<file path="config.mk">
export PLATFORM = sky130hd
export DESIGN_NAME = tguard_regs
export DESIGN_NICKNAME = d
export VERILOG_FILES = /design/src/rtl/tguard_pkg.sv /design/src/rtl/tg_window.sv /design/src/rtl/tg_guard_reg.sv /design/src/rtl/tg_read_mux.sv /design/src/rtl/tguard_regs.sv
export SDC_FILE = /design/constraint.sdc
export NUM_CORES = 1
export LEC_CHECK = 0
export ABC_AREA = 1
export BUFFER_PORTS_ARGS = -buffer_cell sky130_fd_sc_hd__buf_2
export CAP_MARGIN = 10
export CORE_MARGIN = 4
export CORE_UTILIZATION = 45
export DETAILED_ROUTE_END_ITERATION = 6
export GPL_TIMING_DRIVEN = 0
export PLACE_DENSITY_LB_ADDON = 0.3
export SYNTH_ARGS = -nofsm -noshare
export SYNTH_HDL_FRONTEND = slang
export SYNTH_HIERARCHICAL = 1
export SYNTH_SLANG_ARGS = --single-unit
</file>
<file path="constraint.sdc">
create_clock -name clk -period 3.1 [get_ports clk]
set_clock_uncertainty 0.15 [all_clocks]
set_input_delay 0.465 -clock clk [delete_from_list [all_inputs] [get_ports clk]]
set_output_delay 0.465 -clock clk [all_outputs]
set_load 0.02 [all_outputs]
</file>
<file path="src/rtl/tguard_pkg.sv">
package tguard_pkg;
  localparam int SLOT_W      = 3;
  localparam int NUM_GUARDED = 5;

  typedef enum logic [SLOT_W-1:0] {
    SLOT_KEY  = 3'd0,
    SLOT_MEM  = 3'd1,
    SLOT_PART = 3'd2,
    SLOT_CHK  = 3'd3,
    SLOT_PWR  = 3'd4,
    SLOT_PRI  = 3'd5
  } slot_e;
endpackage

</file>
<file path="src/rtl/tg_window.sv">
module tg_window #(
  parameter int                DATA_W    = 8,
  parameter int                WIN_LEN   = 6,
  parameter logic [DATA_W-1:0] KEY_OPEN  = 8'hAA,
  parameter logic [DATA_W-1:0] KEY_GRANT = 8'h55
) (
  input  logic              clk,
  input  logic              rst_n,
  input  logic              key_wr,
  input  logic [DATA_W-1:0] key_data,
  input  logic              tick,
  output logic [DATA_W-1:0] key_q,
  output logic              grant
);
  localparam int CNT_W = $clog2(WIN_LEN + 1);

  logic [CNT_W-1:0] win_q, win_d;
  logic             open_req;

  assign open_req = key_wr && (key_data == KEY_OPEN) && (win_q == '0);

  always_comb begin
    if (open_req)                   win_d = CNT_W'(WIN_LEN);
    else if (tick && win_q != '0)   win_d = win_q - 1'b1;
    else                            win_d = win_q;
  end

  always_ff @(posedge clk) begin
    if (!rst_n) begin
      win_q <= '0;
      key_q <= '0;
    end else begin
      win_q <= win_d;
      if (key_wr) key_q <= key_data;
    end
  end

  assign grant = (win_q != '0) && (key_q == KEY_GRANT);

  AST_WIN_BOUND: assert property (@(posedge clk) disable iff (!rst_n)
    win_q <= CNT_W'(WIN_LEN));
  AST_WIN_LOAD: assert property (@(posedge clk) disable iff (!rst_n)
    (key_wr && key_data == KEY_OPEN && win_q == '0) |=> (win_q == CNT_W'(WIN_LEN)));
  AST_WIN_NO_RELOAD: assert property (@(posedge clk) disable iff (!rst_n)
    (win_q != '0 && !tick) |=> (win_q == $past(win_q)));
  AST_WIN_STEP: assert property (@(posedge clk) disable iff (!rst_n)
    (tick && win_q != '0) |=> (win_q == $past(win_q) - 1'b1));
  AST_WIN_HOLD_ZERO: assert property (@(posedge clk) disable iff (!rst_n)
    (win_q == '0 && !(key_wr && key_data == KEY_OPEN)) |=> (win_q == '0));
  AST_KEY_FOLLOWS: assert property (@(posedge clk) disable iff (!rst_n)
    key_wr |=> (key_q == $past(key_data)));
endmodule

</file>
<file path="src/rtl/tg_guard_reg.sv">
module tg_guard_reg #(
  parameter int                DATA_W   = 8,
  parameter logic [DATA_W-1:0] TA_MASK  = 8'h00,
  parameter logic [DATA_W-1:0] WR_MASK  = 8'hFF,
  parameter logic [DATA_W-1:0] RST_MASK = 8'h00,
  parameter bit                HAS_FLAG = 1'b0,
  parameter int                FLAG_POS = 5
) (
  input  logic              clk,
  input  logic              rst_n,
  input  logic [DATA_W-1:0] boot_val,
  input  logic              wr_hit,
  input  logic [DATA_W-1:0] wr_data,
  input  logic              grant,
  input  logic              rd_hit,
  input  logic              flag_set,
  output logic [DATA_W-1:0] q
);
  localparam logic [DATA_W-1:0] FLAG_M = HAS_FLAG ? (DATA_W'(1) << FLAG_POS) : '0;
  localparam logic [DATA_W-1:0] LOCK_M = TA_MASK & WR_MASK & ~FLAG_M;
  localparam logic [DATA_W-1:0] LAND_M = WR_MASK & ~FLAG_M;

  logic [DATA_W-1:0] lock_bits, cand, wr_next, d;

  always_comb begin
    lock_bits = grant ? '0 : TA_MASK;
    cand      = (q & lock_bits) | (wr_data & ~lock_bits);
    cand      = (q & ~WR_MASK) | (cand & WR_MASK);
    wr_next   = wr_hit ? cand : q;
  end

  generate
    if (HAS_FLAG) begin : g_flag
      always_comb begin
        d = wr_next;
        if (rd_hit)   d[FLAG_POS] = 1'b0;
        if (flag_set) d[FLAG_POS] = 1'b1;
      end

      AST_FLAG_SET: assert property (@(posedge clk) disable iff (!rst_n)
        flag_set |=> q[FLAG_POS]);
      AST_FLAG_READ_CLEAR: assert property (@(posedge clk) disable iff (!rst_n)
        (rd_hit && !flag_set) |=> !q[FLAG_POS]);
    end else begin : g_plain
      logic unused_flag_inputs;
      assign unused_flag_inputs = rd_hit ^ flag_set;
      assign d = wr_next;
    end
  endgenerate

  always_ff @(posedge clk) begin
    if (!rst_n) q <= boot_val & RST_MASK;
    else        q <= d;
  end

  AST_FIXED_BITS_HOLD: assert property (@(posedge clk) disable iff (!rst_n)
    1'b1 |=> ((q & ~WR_MASK) == ($past(q) & ~WR_MASK)));
  AST_LOCKED_BITS_HOLD: assert property (@(posedge clk) disable iff (!rst_n)
    (wr_hit && !grant) |=> ((q & LOCK_M) == ($past(q) & LOCK_M)));
  AST_GRANTED_WRITE_LANDS: assert property (@(posedge clk) disable iff (!rst_n)
    (wr_hit && grant) |=> ((q & LAND_M) == ($past(wr_data) & LAND_M)));
endmodule

</file>
<file path="src/rtl/tg_read_mux.sv">
module tg_read_mux
  import tguard_pkg::*;
#(
  parameter int DATA_W = 8,
  parameter int ADDR_W = 3,
  parameter int NREG   = 5
) (
  input  logic [ADDR_W-1:0]           rd_addr,
  input  logic [DATA_W-1:0]           key_q,
  input  logic [NREG-1:0][DATA_W-1:0] prot_q,
  output logic [DATA_W-1:0]           rd_data
);
  always_comb begin
    rd_data = '0;
    if (rd_addr == ADDR_W'(SLOT_KEY)) rd_data = key_q;
    for (int i = 0; i < NREG; i++) begin
      if (rd_addr == ADDR_W'(i + 1)) rd_data = prot_q[i];
    end
  end
endmodule

</file>
<file path="src/rtl/tguard_regs.sv">
module tguard_regs
  import tguard_pkg::*;
#(
  parameter int                DATA_W    = 8,
  parameter int                ADDR_W    = 3,
  parameter int                WIN_LEN   = 6,
  parameter logic [DATA_W-1:0] KEY_OPEN  = 8'hAA,
  parameter logic [DATA_W-1:0] KEY_GRANT = 8'h55,
  parameter int                FLAG_POS  = 5,
  parameter logic [NUM_GUARDED*DATA_W-1:0] TA_MASKS  = {8'h7F, 8'hB9, 8'hFF, 8'hEF, 8'h0F},
  parameter logic [NUM_GUARDED*DATA_W-1:0] WR_MASKS  = {8'hFF, 8'hFF, 8'h0F, 8'hFE, 8'hF7},
  parameter logic [NUM_GUARDED*DATA_W-1:0] RST_MASKS = {8'h00, 8'h00, 8'hF0, 8'h01, 8'hFB}
) (
  input  logic              clk,
  input  logic              rst_n,
  input  logic [DATA_W-1:0] boot_mem,
  input  logic [DATA_W-1:0] boot_part,
  input  logic [DATA_W-1:0] boot_chk,
  input  logic              wr_valid,
  output logic              wr_ready,
  input  logic [ADDR_W-1:0] wr_addr,
  input  logic [DATA_W-1:0] wr_data,
  input  logic              instr_tick,
  input  logic              rd_en,
  input  logic [ADDR_W-1:0] rd_addr,
  output logic [DATA_W-1:0] rd_data,
  input  logic              pfw_evt,
  output logic [DATA_W-1:0] key_q,
  output logic [DATA_W-1:0] mem_cfg_q,
  output logic [DATA_W-1:0] part_ctl_q,
  output logic [DATA_W-1:0] chk_ctl_q,
  output logic [DATA_W-1:0] pwr_ctl_q,
  output logic [DATA_W-1:0] irq_pri_q,
  output logic [1:0]        range_code
);
  localparam int NREG      = NUM_GUARDED;
  localparam int RANGE_HI  = 3;
  localparam int RANGE_LO  = 0;

  logic                         grant;
  logic                         key_wr;
  logic [NREG-1:0][DATA_W-1:0]  prot_q;
  logic [NREG-1:0][DATA_W-1:0]  prot_boot;

  assign wr_ready = 1'b1;
  assign key_wr   = wr_valid && wr_ready && (wr_addr == ADDR_W'(SLOT_KEY));

  assign prot_boot[0] = boot_mem;
  assign prot_boot[1] = boot_part;
  assign prot_boot[2] = boot_chk;
  assign prot_boot[3] = '0;
  assign prot_boot[4] = '0;

  tg_window #(
    .DATA_W   (DATA_W),
    .WIN_LEN  (WIN_LEN),
    .KEY_OPEN (KEY_OPEN),
    .KEY_GRANT(KEY_GRANT)
  ) u_window (
    .clk     (clk),
    .rst_n   (rst_n),
    .key_wr  (key_wr),
    .key_data(wr_data),
    .tick    (instr_tick),
    .key_q   (key_q),
    .grant   (grant)
  );

  generate
    for (genvar gi = 0; gi < NREG; gi++) begin : g_reg
      localparam bit IS_PWR = ((gi + 1) == int'(SLOT_PWR));
      logic wr_hit, rd_hit;
      assign wr_hit = wr_valid && wr_ready && (wr_addr == ADDR_W'(gi + 1));
      assign rd_hit = rd_en && (rd_addr == ADDR_W'(gi + 1));

      tg_guard_reg #(
        .DATA_W  (DATA_W),
        .TA_MASK (TA_MASKS [gi*DATA_W +: DATA_W]),
        .WR_MASK (WR_MASKS [gi*DATA_W +: DATA_W]),
        .RST_MASK(RST_MASKS[gi*DATA_W +: DATA_W]),
        .HAS_FLAG(IS_PWR),
        .FLAG_POS(FLAG_POS)
      ) u_reg (
        .clk     (clk),
        .rst_n   (rst_n),
        .boot_val(prot_boot[gi]),
        .wr_hit  (wr_hit),
        .wr_data (wr_data),
        .grant   (grant),
        .rd_hit  (rd_hit),
        .flag_set(pfw_evt),
        .q       (prot_q[gi])
      );
    end
  endgenerate

  tg_read_mux #(
    .DATA_W(DATA_W),
    .ADDR_W(ADDR_W),
    .NREG  (NREG)
  ) u_rd_mux (
    .rd_addr(rd_addr),
    .key_q  (key_q),
    .prot_q (prot_q),
    .rd_data(rd_data)
  );

  assign mem_cfg_q  = prot_q[0];
  assign part_ctl_q = prot_q[1];
  assign chk_ctl_q  = prot_q[2];
  assign pwr_ctl_q  = prot_q[3];
  assign irq_pri_q  = prot_q[4];
  assign range_code = {mem_cfg_q[RANGE_HI], part_ctl_q[RANGE_LO]};

  AST_UNMAPPED_WRITE_INERT: assert property (@(posedge clk) disable iff (!rst_n)
    (!wr_valid || wr_addr > ADDR_W'(SLOT_PRI)) && !pfw_evt && !rd_en
      |=> ($stable(key_q) && $stable(mem_cfg_q) && $stable(part_ctl_q) &&
           $stable(chk_ctl_q) && $stable(pwr_ctl_q) && $stable(irq_pri_q)));
endmodule

</file>
**Yosys cells after proc, flatten, opt, wreduce, memory -nomap -nowiden**

Index checks and enable logic that the tools add are counted.

- Equality and inequality tests: 15
- Bitwise gates (word level): 24
- Add/sub/neg operators: 1
- Muxes and demuxes: 22
- Reductions and logical operators: 18

Operator list:

| kind | number |
|---|---|
| 8-bit 2-to-1 mux | 12 |
| 8-bit AND | 8 |
| 8-bit NOT | 4 |
| 8-bit OR | 4 |
| 3-bit by 2-bit == test with 1-bit output, second input constant | 4 |
| 3-bit == test, second input constant | 4 |
| 1-bit logical AND | 11 |
| 3-bit zero test | 3 |
| 4-bit AND | 2 |
| 8-bit by 7-bit == test with 1-bit output, second input constant | 1 |
| 8-bit == test, second input constant | 1 |
| 4-bit 2-to-1 mux | 2 |
| 1-bit by 8-bit OR with 8-bit output | 1 |
| 4-bit by 8-bit OR with 8-bit output | 1 |
| 8-bit by 4-bit OR with 8-bit output | 1 |
| 7-bit 2-to-1 mux | 1 |
| 3-bit by 1-bit == test with 1-bit output, second input constant | 2 |
| 3-bit 2-to-1 mux | 2 |
| 6-bit 2-to-1 mux | 1 |
| 2-bit by 1-bit != test with 1-bit output, second input constant | 3 |
| 3-bit nonzero test | 2 |
| 1-bit 2-to-1 mux | 4 |
| 4-bit NOT | 1 |
| 4-bit OR | 1 |
| other kinds (4) | 4 |

- Input port bits: 44
- Bits in registers: 51
- Output and inout bits: 59
- Logic and storage cells: 92

**Logic depth before layout (Yosys ltp)**

- Depth after elaboration: 9
- Depth in mapped cells: 10
- Mapped depth without buffers: 9

**By module**

Netlist, hierarchy kept.

Modules (own cells, without submodules):

| module | times used | cells an instance | area an instance (um^2) |
|---|---|---|---|
| tg_window | 1 | 73 | 510.5 |
| tg_read_mux | 1 | 90 | 419.2 |
| tg_guard_reg at g_reg[0].u_reg | 1 | 47 | 381.6 |
| tg_guard_reg at g_reg[1].u_reg | 1 | 48 | 339.1 |
| tg_guard_reg at g_reg[3].u_reg | 1 | 46 | 334.1 |
| tg_guard_reg at g_reg[4].u_reg | 1 | 50 | 330.3 |
| tg_guard_reg at g_reg[2].u_reg | 1 | 39 | 320.3 |
| tguard_regs | 1 | 34 | 141.4 |

**Least setup slack after synthesis**

Ideal clock, no wire load.

- Path type: register -> register
- Start: reg u_window.win_q[0]
- End: reg with a tool-made name
- Cell stages (with the launch flop): 10
- Required time: 2837 ps
- Data arrival time: 1952 ps
- Clock period less this slack: 2214 ps
- Path slack: 886 ps
- Cells stage by stage: dfxtp_1 inv_1 ha_1 nand2_4 nand2_1 nor3_1 nand2_2 buf_6 nor2_1 nor2_1

RTL lines:

| what | RTL line | text |
|---|---|---|
| from (decl) | tg_window.sv:17 | `logic [CNT_W-1:0] win_q, win_d;` |
| from (signal assigned) | tg_window.sv:33 | `win_q <= win_d;` |

==> results <==
- The post-CTS setup-driven buffer insertion count is 0.
- Once detailed placement completed, the half-perimeter wirelength came to 6030 um.
- STA classifies the critical path startpoint as a flip-flop.
- CTS built an H-tree with a depth of 2.
- In this run the clock root is driven by a sky130_fd_sc_hd__clkbuf_8.
- The weighted congestion reported at the end of routability-driven placement is 0.902.
- Of all nets on the critical path, the largest fanout is 10.
- Net switching is 31.0% of the power.
- TritonCTS created 5 clock buffers.
- The switching power is 470 uW.
- Once routing completed, OpenROAD measured the worst setup slack at 780 ps.
- The routed length on met3 is 572 um.
- For this run, the number of Yosys warnings is 6.
- The number of antenna cells inserted is 0.
- Entering global routing, the biggest net connects 17 pins.
- In this run the power density over the cells is 447 nW/um2.
- The power consumption is 1.51 mW.
- The total of buffers placed on input and output ports is 89.
- Setup violations remaining at the end of the flow were counted as 0.
- The number of nets in the layout is 559.
- Max-cap violations in this run came to 0.
- The combinational cell fraction of total power is 22.8%.
- The number of fillers in the final layout is 599.
- The detailed-route vias per instance is 4.81.
- The startpoint of the worst-slack reg-to-reg timing path is u_window/win_q[0]$_SDFFE_PP0P_.
- For this design the static power due to leakage is 1.84 nW.
- The post-route standard cell area excluding fillers is 3390 um2.
- Based on the critical path, the design can be clocked at up to 431 MHz.
- In this run the cell area measured after placement is 3280 um2.
- Row generation in the floorplan step produced 28 rows.
- The remaining antenna violation count after routing is 0.
- The worst hold path startpoint is boot_mem[5].
- The register area is 1140 um2.
- After detailed routing, the average wire length per cell comes to 13.3 um.
- The wire length of the first global-routing pass is 12600 um.
- The global route total overflow is 0.
- The normalized max-slew margin is 41.3%.
- Clock tree synthesis found a total of 51 sinks.
- For this run, the total global-route usage over all layers was measured as 21.9%.
- The combined area of the multi-input logic cells is 1250 um2.
- The area of the mapped netlist is 2740 um2.
- The width of the die is 86.0 um.
- The number of hold violations in the final report is 0.
- The detailed-route via count is 2835.
- Measured in cells, the most critical reg-to-reg path has a length of 10.
- The buffer levels on the longest clock path is 2.
- The post-synth net total is 463.
- The number of hold buffers added after cts is 0.
- For this run, design rule violations remaining after detail routing come to 0.
- In this run the mean area of a mapped cell was 6.57 um2.
- The number of search-and-repair iterations in the first detailed-routing pass is 6.
- The detailed router finished its first iteration with 217 violations.
- Data on the critical path is required at its endpoint by 3190 ps.
- The starting density of the core is 46.3%.
- The setup path with the least slack is of type flip-flop to flip-flop.
- The die covers 7400 um2.
- The highest metal layer carrying signal wires in the routed design is met4.
- The height of the die is 86.0 um.
- Summed over all nets, wire length on met2 after detailed routing comes to 3700 um.
- For this block, the routed nets add up to 7860 um of wire.
- Clock-pin slew was measured on the worst setup and hold paths at 90 ps.
- The run finished with clean final reports.
- The clock network is responsible for 28.0% of the overall power.
- The pin slew with the least headroom to its limit is 876 ps.
- Across the VDD grid, the largest voltage drop is 0.275 mV.
- The worst setup path is captured at a flip-flop.
- The total area inside the core boundary comes to 5920 um2.
- Setup repair after global routing left no endpoint under its margin.
- In this run the register-to-register setup slack is 780 ps.
- The data arrival time of the critical path is 2410 ps.
- From synthesis to final layout, the design area changed by 23.6%.
- Subtracting the final worst setup slack from the clock period gives 2320 ps.
- The internal power summed over all cells is 1.04 mW.
- At the placement stage, the worst setup path has a slack of 788 ps.
- The post-route netlist has 25.1% of its cells at a drive strength greater than 1.
- The path class of the tightest hold or removal check is input port to flip-flop.
- The number of gates resized after CTS was 0.
- The via count of the first global-routing pass is 2526.
- The share of total power in sequential cells is 49.2%.
- For this design the top-level I/O count stands at 103.
- The insertion delay to the later sink of the worst-skew pair is 300 ps.
- The final-report max-slew violation count is 0.
- The cell count after synthesis came out at 417.
- The number of antenna violations at the first check in global routing came to 0.
- Along the worst hold path, the cell count comes to 3.
- Dividing the final minimum period by the clock period gives 74.8%.
- TritonCTS built the clock tree.
- The detailed router put a total of 3420 um of wire on met1.
- For hold timing, the worst endpoint is g_reg[0].u_reg/q[5]$_DFFE_PP_.
- In the final timing run, aggregate negative setup slack is 0 ps.
==> per-layer routing <==
metal | global-route usage, % | vias to the layer above
li1 | - | 1456
met1 | 28.3 | 1252
met2 | 36.4 | 114
met3 | 4.80 | 13
met4 | 6.47 | 0
met5 | 0 | -
==> final cells by class <==
class                      count  area share [%]
timing repair buffer          89            13.2
multi-input combinational    285            37.1
tap                           75            2.77
sequential                    51            33.7
clock inverter                 2           0.259
inverter                      69            7.65
clock buffer                   6            2.77
buffer                        12            2.62
==> metrics by stage <==
step	hold WS [ps]	util, %	instances
2_1_floorplan	289	-	417
3_3_place_gp	300	55.4	581
3_5_place_dp	307	55.5	581
4_1_cts	276	57.2	589
5_1_grt	284	57.2	589
6_report	281	57.2	589
==> worst max path at each step <==
stage / startpoint / end / slack (ps)
CTS: u_window/win_q[0]$_SDFFE_PP0P_ / flip-flop / 770
global route: u_window/win_q[0]$_SDFFE_PP0P_ / flip-flop / 560
detailed placement: u_window/win_q[0]$_SDFFE_PP0P_ / flip-flop / 790
global placement: u_window/win_q[0]$_SDFFE_PP0P_ / flip-flop / 300
finish: u_window/win_q[0]$_SDFFE_PP0P_ / flip-flop / 780
floorplan: u_window/win_q[0]$_SDFFE_PP0P_ / flip-flop / 890
==> cell usage in the layout, fill, tap and decap left out, types with 5 or more instances in the layout <==
cell,instances
sky130_fd_sc_hd__nand2_2,5
sky130_fd_sc_hd__nand3_1,18
sky130_fd_sc_hd__o21ai_0,15
sky130_fd_sc_hd__nand2_1,114
sky130_fd_sc_hd__a21oi_1,6
sky130_fd_sc_hd__inv_1,61
sky130_fd_sc_hd__inv_2,7
sky130_fd_sc_hd__nand4_1,17
sky130_fd_sc_hd__nor2_1,96
sky130_fd_sc_hd__buf_2,93
sky130_fd_sc_hd__clkbuf_8,5
sky130_fd_sc_hd__edfxtp_1,12
sky130_fd_sc_hd__dfxtp_1,39
==> power groups by stage <==
| stage | clock network [mW] | registers (mW) | logic (mW) |
|---|---|---|---|
| 4_1_cts | 0.432 | 0.746 | 0.344 |
| 3_3_place_gp | 0 | 0.760 | 0.329 |
| 5_1_grt | 0.452 | 0.751 | 0.383 |
| 2_1_floorplan | 0 | 0.780 | 0.211 |
| 6_report | 0.424 | 0.745 | 0.345 |
| 3_5_place_dp | 0 | 0.761 | 0.344 |
==> worst max-delay path, stage by stage (launching register included) <==
cell and delay [ps]:
sky130_fd_sc_hd__dfxtp_1 340, sky130_fd_sc_hd__inv_1 70, sky130_fd_sc_hd__ha_1 220, sky130_fd_sc_hd__nand2_4 110, sky130_fd_sc_hd__nand2_1 70, sky130_fd_sc_hd__nor3_2 710, sky130_fd_sc_hd__nand2_2 210, sky130_fd_sc_hd__buf_6 200
sky130_fd_sc_hd__nand2_1 50, sky130_fd_sc_hd__nand2_1 40, sky130_fd_sc_hd__nor2_1 80
Power figures use the tool's default switching activity.
